==> config.mk <==
export PLATFORM = sky130hd
export DESIGN_NAME = sop_array
export DESIGN_NICKNAME = d
export VERILOG_FILES = /design/src/rtl/sop_pkg.sv /design/src/rtl/sop_cfg_store.sv /design/src/rtl/sop_and_plane.sv /design/src/rtl/sop_or_plane.sv /design/src/rtl/sop_array.sv
export SDC_FILE = /design/constraint.sdc
export NUM_CORES = 2
export LEC_CHECK = 0
export ABC_AREA = 0
export BUFFER_PORTS_ARGS = -buffer_cell sky130_fd_sc_hd__buf_2
export CAP_MARGIN = 30
export CELL_PAD_IN_SITES_DETAIL_PLACEMENT = 1
export CELL_PAD_IN_SITES_GLOBAL_PLACEMENT = 2
export CORE_UTILIZATION = 25
export CTS_CLUSTER_SIZE = 20
export DETAILED_ROUTE_END_ITERATION = 10
export HOLD_SLACK_MARGIN = 0.1
export PLACE_DENSITY = 0.59
export REMOVE_ABC_BUFFERS = 1
export SLEW_MARGIN = 15
export SYNTH_ARGS = -nofsm -noshare
export SYNTH_HDL_FRONTEND = slang
export SYNTH_HIERARCHICAL = 1
export SYNTH_SLANG_ARGS = --single-unit
==> constraint.sdc <==
create_clock -name clk_i -period 8.59 [get_ports clk_i]
set_input_delay 0.859 -clock clk_i [delete_from_list [all_inputs] [get_ports clk_i]]
set_output_delay 0.859 -clock clk_i [all_outputs]
set_load 0.01 [all_outputs]
==> src/rtl/sop_pkg.sv <==
package sop_pkg;
  function automatic int map_width(input int n_in, input int n_terms);
    return 2 * n_in * n_terms;
  endfunction
endpackage

==> src/rtl/sop_cfg_store.sv <==
module sop_cfg_store #(
  parameter int CFG_W = 36
) (
  input  logic             clk_i,
  input  logic             rst_ni,
  input  logic             load_en_i,
  input  logic             cfg_bit_i,
  input  logic             rd_en_i,
  output logic [CFG_W-1:0] cfg_o,
  output logic             valid_o,
  output logic             rd_bit_o
);
  localparam int CNT_W = $clog2(CFG_W + 1);
  localparam int PTR_W = $clog2(CFG_W);
  localparam logic [CNT_W-1:0] FULL = CNT_W'(CFG_W);
  localparam logic [PTR_W-1:0] LAST = PTR_W'(CFG_W - 1);

  logic [CFG_W-1:0] cfg_q;
  logic [CNT_W-1:0] cnt_q;
  logic [PTR_W-1:0] ptr_q;
  logic             valid_q;

  always_ff @(posedge clk_i or negedge rst_ni) begin
    if (!rst_ni) begin
      cfg_q   <= '0;
      cnt_q   <= '0;
      ptr_q   <= LAST;
      valid_q <= 1'b0;
    end else if (load_en_i) begin
      cfg_q   <= {cfg_q[CFG_W-2:0], cfg_bit_i};
      valid_q <= 1'b0;
      ptr_q   <= LAST;
      if (cnt_q != FULL) cnt_q <= cnt_q + 1'b1;
    end else begin
      cnt_q <= '0;
      if (cnt_q == FULL) valid_q <= 1'b1;
      if (rd_en_i) ptr_q <= (ptr_q == '0) ? LAST : ptr_q - 1'b1;
    end
  end

  assign cfg_o    = cfg_q;
  assign valid_o  = valid_q;
  assign rd_bit_o = cfg_q[ptr_q];

  // readback must not disturb the map
  p_readback_keeps_map_r8: assert property (@(posedge clk_i) disable iff (!rst_ni)
    (rd_en_i && !load_en_i) |=> $stable(cfg_q));
  p_readback_wrap_r8: assert property (@(posedge clk_i) disable iff (!rst_ni)
    (rd_en_i && !load_en_i && ptr_q == '0) |=> (ptr_q == LAST));
  p_short_load_r7: assert property (@(posedge clk_i) disable iff (!rst_ni)
    (!load_en_i && cnt_q != FULL && !valid_q) |=> !valid_q);
endmodule

==> src/rtl/sop_and_plane.sv <==
module sop_and_plane #(
  parameter int NUM_IN  = 3,
  parameter int N_TERMS = 6
) (
  input  logic                          clk_i,
  input  logic                          rst_ni,
  input  logic [NUM_IN-1:0]             in_i,
  input  logic [2*NUM_IN*N_TERMS-1:0]   cfg_i,
  output logic [N_TERMS-1:0]            prod_o
);
  localparam int LIT_W = 2 * NUM_IN;

  logic [LIT_W-1:0] lits;

  always_comb begin
    for (int i = 0; i < NUM_IN; i++) begin
      lits[2*i]   = in_i[i];
      lits[2*i+1] = ~in_i[i];
    end
  end

  for (genvar t = 0; t < N_TERMS; t++) begin : g_term
    logic [LIT_W-1:0] used;
    logic             clash;
    assign used = cfg_i[t*LIT_W +: LIT_W];
    // empty term is forced low so unused lines never assert a sum
    assign prod_o[t] = (|used) & (&(lits | ~used));

    always_comb begin
      clash = 1'b0;
      for (int i = 0; i < NUM_IN; i++) clash |= used[2*i] & used[2*i+1];
    end

    p_empty_term_r3: assert property (@(posedge clk_i) disable iff (!rst_ni)
      (used == '0) |-> !prod_o[t]);
    p_conflict_term_r4: assert property (@(posedge clk_i) disable iff (!rst_ni)
      clash |-> !prod_o[t]);
  end
endmodule

==> src/rtl/sop_or_plane.sv <==
module sop_or_plane #(
  parameter int NUM_OUT       = 2,
  parameter int TERMS_PER_OUT = 3
) (
  input  logic [NUM_OUT*TERMS_PER_OUT-1:0] prod_i,
  output logic [NUM_OUT-1:0]               sum_o
);
  for (genvar o = 0; o < NUM_OUT; o++) begin : g_sum
    assign sum_o[o] = |prod_i[o*TERMS_PER_OUT +: TERMS_PER_OUT];
  end
endmodule

==> src/rtl/sop_array.sv <==
module sop_array #(
  parameter int NUM_IN        = 16,
  parameter int NUM_OUT       = 8,
  parameter int TERMS_PER_OUT = 8
) (
  input  logic               clk_i,
  input  logic               rst_ni,
  input  logic               load_en_i,
  input  logic               cfg_bit_i,
  input  logic               rd_en_i,
  output logic               rd_bit_o,
  input  logic [NUM_IN-1:0]  in_i,
  output logic [NUM_OUT-1:0] sum_o
);
  localparam int N_TERMS = NUM_OUT * TERMS_PER_OUT;
  localparam int CFG_W   = sop_pkg::map_width(NUM_IN, N_TERMS);

  logic [CFG_W-1:0]   cfg;
  logic               valid;
  logic [N_TERMS-1:0] prod;
  logic [NUM_OUT-1:0] raw_sum;

  sop_cfg_store #(.CFG_W(CFG_W)) u_store (
    .clk_i, .rst_ni, .load_en_i, .cfg_bit_i, .rd_en_i,
    .cfg_o(cfg), .valid_o(valid), .rd_bit_o
  );

  sop_and_plane #(.NUM_IN(NUM_IN), .N_TERMS(N_TERMS)) u_and (
    .clk_i, .rst_ni, .in_i, .cfg_i(cfg), .prod_o(prod)
  );

  sop_or_plane #(.NUM_OUT(NUM_OUT), .TERMS_PER_OUT(TERMS_PER_OUT)) u_or (
    .prod_i(prod), .sum_o(raw_sum)
  );

  assign sum_o = (valid && !load_en_i) ? raw_sum : '0;

  p_mask_during_load_r6: assert property (@(posedge clk_i) disable iff (!rst_ni)
    load_en_i |-> (sum_o == '0));
  p_sum_needs_term_r5: assert property (@(posedge clk_i) disable iff (!rst_ni)
    (prod == '0) |-> (sum_o == '0));
endmodule

Yosys cells after proc, flatten, opt, wreduce, memory -nomap -nowiden
Index checks and enable logic that the tools add are counted.
{ "word_totals": {"ff_bits": 2072, "latch_bits": 0, "ram_bits": 0, "rom_bits": 0, "input_bits": 21, "mem_count": 0} }
{ "op_classes": {"addsub": 2, "mul": 0, "div": 0, "magnitude_cmp": 1, "n_eq_ne": 3, "n_shift": 0, "muxes": 10, "n_bitwise": 208, "n_reduce_logical": 141} }
{ "op_table": {"columns": ["operator", "count"], "rows": [
  ["32-bit NOT", 64],
  ["32-bit OR", 64],
  ["32-bit AND reduction", 64],
  ["32-bit OR reduction", 64],
  ["1-bit bitwise AND", 64],
  ["8-bit OR reduction", 8],
  ["11-bit 2-to-1 mux", 3],
  ["12-bit 2-to-1 mux", 2],
  ["1-bit NOT", 16],
  ["12-bit by 1-bit adder with 12-bit output, second input constant", 1],
  ["12-bit == test, second input constant", 1],
  ["11-bit by 12-bit < comparator with 1-bit output, second input constant", 1],
  ["12-bit inequality test, second input constant", 1],
  ["1-bit binary-select mux with 11-bit select", 1],
  ["11-bit zero test", 1],
  ["11-bit by 1-bit subtractor with 11-bit output, second input constant", 1],
  ["8-bit 2-to-1 mux", 1],
  ["2-bit nonzero test", 2],
  ["1-bit 2-to-1 mux", 3],
  ["2-bit by 1-bit inequality test with 1-bit output, second input constant", 1],
  ["1-bit logical AND", 1],
  ["1-bit zero test", 1]
]} }

Depth between registers and ports, before layout
{ "depth": {"depth_word": 6, "mapped_depth": 15} }

Cells and area by module
Netlist, hierarchy kept.
{ "modules_own_cells": {"columns": ["module", "n_inst", "cells_per_inst", "area_each_um2", "seq_area_each_um2"], "rows": [
  ["sop_cfg_store", 1, 5850, 93538.5, 51863.5],
  ["sop_and_plane", 1, 2160, 17760.8, 0.0],
  ["sop_or_plane", 1, 24, 130.1, 0.0],
  ["sop_array", 1, 8, 70.1, 0.0]
]} }

Worst setup path before layout
OpenSTA, ideal clock, no wires.
{ "synth_timing": {"kind": "register to output", "start": "register u_store.ptr_q[0]", "end": "output rd_bit_o", "t_arrival_ns": 2.850, "t_required_ns": 7.731, "setup_slack_ns": 4.881, "stages_incl_launch_ff": 13, "path_buffers": 5, "cell_sequence": "dfstp_2 buf_6 buf_12 buf_12 buf_6 buf_2 mux4_2 mux2i_1 o22ai_1 o311ai_0 o32ai_1 nor4_1 a32oi_1"} }
{ "synth_via": {"elab_chain_len": 2} }
{ "synth_rtl": {"columns": ["element", "line_no", "rtl"], "rows": [
  ["start: declaration", "sop_cfg_store.sv:20", "logic [PTR_W-1:0] ptr_q;"],
  ["start signal: assignment", "sop_cfg_store.sv:37", "if (rd_en_i) ptr_q <= (ptr_q == '0) ? LAST : ptr_q - 1'b1;"],
  ["1-bit binary-select mux with 11-bit select", "sop_cfg_store.sv:43", "assign rd_bit_o = cfg_q[ptr_q];"],
  ["1-bit 2-to-1 mux (not written as such)", "sop_cfg_store.sv:43", null],
  ["end: declaration", "sop_array.sv:11", "output logic rd_bit_o,"]
]} }
No other way between the ends. The select of a mux whose other input is x is not followed.

Worst setup path after layout
Ends and elaborated chain as after synthesis.

==> flow_summary_export.csv <==
group,metric,value,unit
pwr,pwr-share-seq,43.1,%
sta,fin_skew,0.0300,ns
worst_setup_path,cp_max_fo,62,
sta,finalCritPeriodShare,82.4,%
pwr,power.switching,5.75,mW
sta,maxSlewViolCount,0,
global_route,groute.usage.overall,16.8,%
logic_synthesis,synth_top_cell_by_area,"dfrtp_1",
sta,fmax,141,MHz
die,pin_count,30,
finish,syn_to_final_growth,13.7,%
logic_synthesis,synth_area_leaders,"dfrtp_1, mux2_2, mux2i_1",
routing,wl,386,mm
finish,area.sequential,0.0519,mm2
routing,via_per_inst,5.26,
global_route,grt_pass1_vias,79700,
sta,timing.slew.headroom,25.5,%
sta,min_period,7.07,ns
logic_synthesis,synth_cell_types,74,
clock_network,root_buffer,"clkbuf_16",
placement,dp_hpwl,238,mm
pwr,p_total,23.1,mW
placement,placed_cells,13600,
logic_synthesis,synth-main-ff-cell,"dfrtp_1",
logic_synthesis,ys.warnings.count,6,
routing,first_iter_violations,5169,
min_path,hp-class,"primary input to register",
logic_synthesis,ys_seq_elements,2072,
routing,drc,0,
finish,drive_gt1_share,38.7,%
logic_synthesis,seq_area_frac_synth,46.5,%
placement,pre_cts_ws,2.41,ns
worst_setup_path,worstReg2RegEnd,"u_store/ptr_q[3]",
worst_setup_path,cp.arrival,6.22,ns
die,core_region_area,0.443,mm2
worst_setup_path,critPathKind,"register to primary output",
die,dieArea,0.449,mm2
sta,rsz0062_at_grt,"no",
pwr,intPower,17.3,mW
finish,nets,7995,
pwr,pwr_density_cell,182,mW/mm2
worst_setup_path,regToRegSetupSlack,4.41,ns
logic_synthesis,synthArstFlopShare,100,%
worst_setup_path,cp-start-kind,"register",
clock_network,clockBufferDepth,4,
pwr,p_leak,60.3,nW
worst_setup_path,crit_path_end_kind,"primary output",
finish,multiInputGateArea,0.0564,mm2
clock_network,clock_latency,0.90,ns
sta,finalSetupViolations,0,
global_route,antenna_found_initial,19,
sta,finalHoldViolCount,0,
min_path,whs_path_depth,2,
sta,setup_ws,1.52,ns
clock_network,cts-resized-gates,0,
status,outcome,"completed",
die,die_x,670,um
logic_synthesis,synthTopCellsByCount,"dfrtp_1, mux2_2, mux2i_1",
die,start_util,25.2,%
routing,vias,74100,
clock_network,cts_max_level,5,
finish,fin_cells,14100,
finish,final_design_area_no_fill,0.127,mm2
logic_synthesis,syn_inst,8042,
clock_network,cts.clk_slew.worst_paths,0.06,ns
flow_run,maxCapViolCount,0,
worst_setup_path,r2r_cells,9,
routing,firstDrtPassIters,7,
pwr,clkPwrFrac,49.8,%
global_route,grt_pass1_wl,575,mm
worst_setup_path,crit_required,7.73,ns
global_route,grt_max_degree,181,
worst_setup_path,reg2reg_from,"u_store/ptr_q[1]",
placement,port_buffers,29,
die,num_rows,244,
sta,worstMarginPinSlew,1.12,ns
pwr,switching_share,24.9,%
clock_network,cts_sinks,2072,
min_path,worstHoldStart,"cfg_bit_i",
die,die_h,670,um
clock_network,numCtsBuffers,265,
logic_synthesis,synth.top_cell.area_share,46.3,%
logic_synthesis,yosysMostFrequentCell,"dfrtp_1",
finish,nFillCells,47200,
min_path,min_to,"u_store/cfg_o[0]",
finish,final_util,28.6,%
clock_network,cts_tree,"yes",
routing,routedWlPerCell,27.4,um
placement,finalWeightedCongestion,0.801,
global_route,overflow,0,
pwr,peakVddDrop,115,uV
logic_synthesis,syn-cell-area,0.111,mm2
placement,place_area,0.118,mm2
routing,ant_nets,0,
logic_synthesis,syn_avg_cell_area,13.9,um2
pwr,comb_power_share,7.2,%
clock_network,post_cts_buffers,0,
logic_synthesis,synth_edf_count,0,
==> critical path: stages, from the launching register on <==
cell and delay [ns]:
dfstp_4 0.83, buf_16 0.31, buf_12 0.44, buf_4 0.59, mux4_2 0.59, a2111oi_0 0.50
a211oi_1 0.09, a31oi_1 0.32, a21oi_1 0.09, o221ai_1 0.67, a32oi_1 0.46, buf_2 0.28
==> kinds of logic after synthesis <==
kind of cell	share of synthesized area [%]
buffers and inverters	2.93
XOR/XNOR	0.134
AO/OA/AOI/OAI	2.40
flip-flops	46.5
AND/OR/NAND/NOR	6.87
multiplexers	41.1
adder cells (fa/ha/maj)	0.0337
==> final cells by class <==
type	instances	area share, %
repair buffers	197	1.64
diodes	11	0.0217
inverters	11	0.0405
clock buffers	378	6.13
flip-flops and latches	2072	40.9
clock inverters	83	0.845
multi-input cells	5424	44.5
well taps	5904	5.83
==> worst max path at each step <==
stage                     depth (start not counted)              from       end  slack, ns
after CTS                                        10  u_store/ptr_q[1]  rd_bit_o       1.41
after global routing                             11  u_store/ptr_q[0]  rd_bit_o       1.39
after floorplan                                   7  u_store/ptr_q[0]  rd_bit_o      -6.71
final                                            11  u_store/ptr_q[0]  rd_bit_o       1.52
after detailed placement                         10  u_store/ptr_q[1]  rd_bit_o       2.41
after global placement                           10  u_store/ptr_q[1]  rd_bit_o       2.04
==> state kept, by name, indices dropped and copies added (netlist names) <==
register	flops
u_store/valid_o	1
u_store/ptr_q	11
u_store/cfg_o	2048
u_store/cnt_q	12
==> per-stage QoR <==
step                      hold WS [ns]  TNS (ns)
final                            0.203         0
after floorplan                  0.522    -54.33
after CTS                        0.128         0
after detailed placement         0.554         0
after global placement           0.552         0
after global routing             0.188         0
==> power groups by stage <==
stage               Combinational [mW]  Sequential, mW  Clock [mW]
floorplan                        0.709            10.2           0
global placement                  1.64            10.1           0
detailed placement                1.68            10.1           0
CTS                               1.68            9.92        11.8
global route                      1.75            9.93        12.2
finish                            1.65            9.92        11.5
==> layer usage <==
layer | GRT usage, % | part of all wire (%)
met3 | 2.04 | 4.0
met4 | 4.56 | 2.7
met1 | 23.5 | 46
met2 | 27.5 | 47
met5 | 0 | 0.0034
==> cells in the final DEF (no fill, tap or decap), types with 34 or more instances in the layout <==
master / count
buf_4: 122
nand3_1: 36
mux4_2: 462
dfrtp_1: 2060
a21oi_1: 42
buf_12: 39
clkbuf_1: 49
o21a_1: 67
nand4_1: 392
o21ai_0: 49
nand2_1: 115
mux2i_1: 1201
mux2_2: 2057
a22oi_1: 51
clkbuf_16: 272
o22ai_1: 34
nor4_1: 596
nor2_1: 47
clkbuf_8: 73
==> repair_timing <==
action | in CTS | in global routing
hold buffers | 1 | 0
endpoints found under the setup margin | 0 | 0
endpoints found under the hold margin | 102 | 0
(Power assumes the default switching activity.)
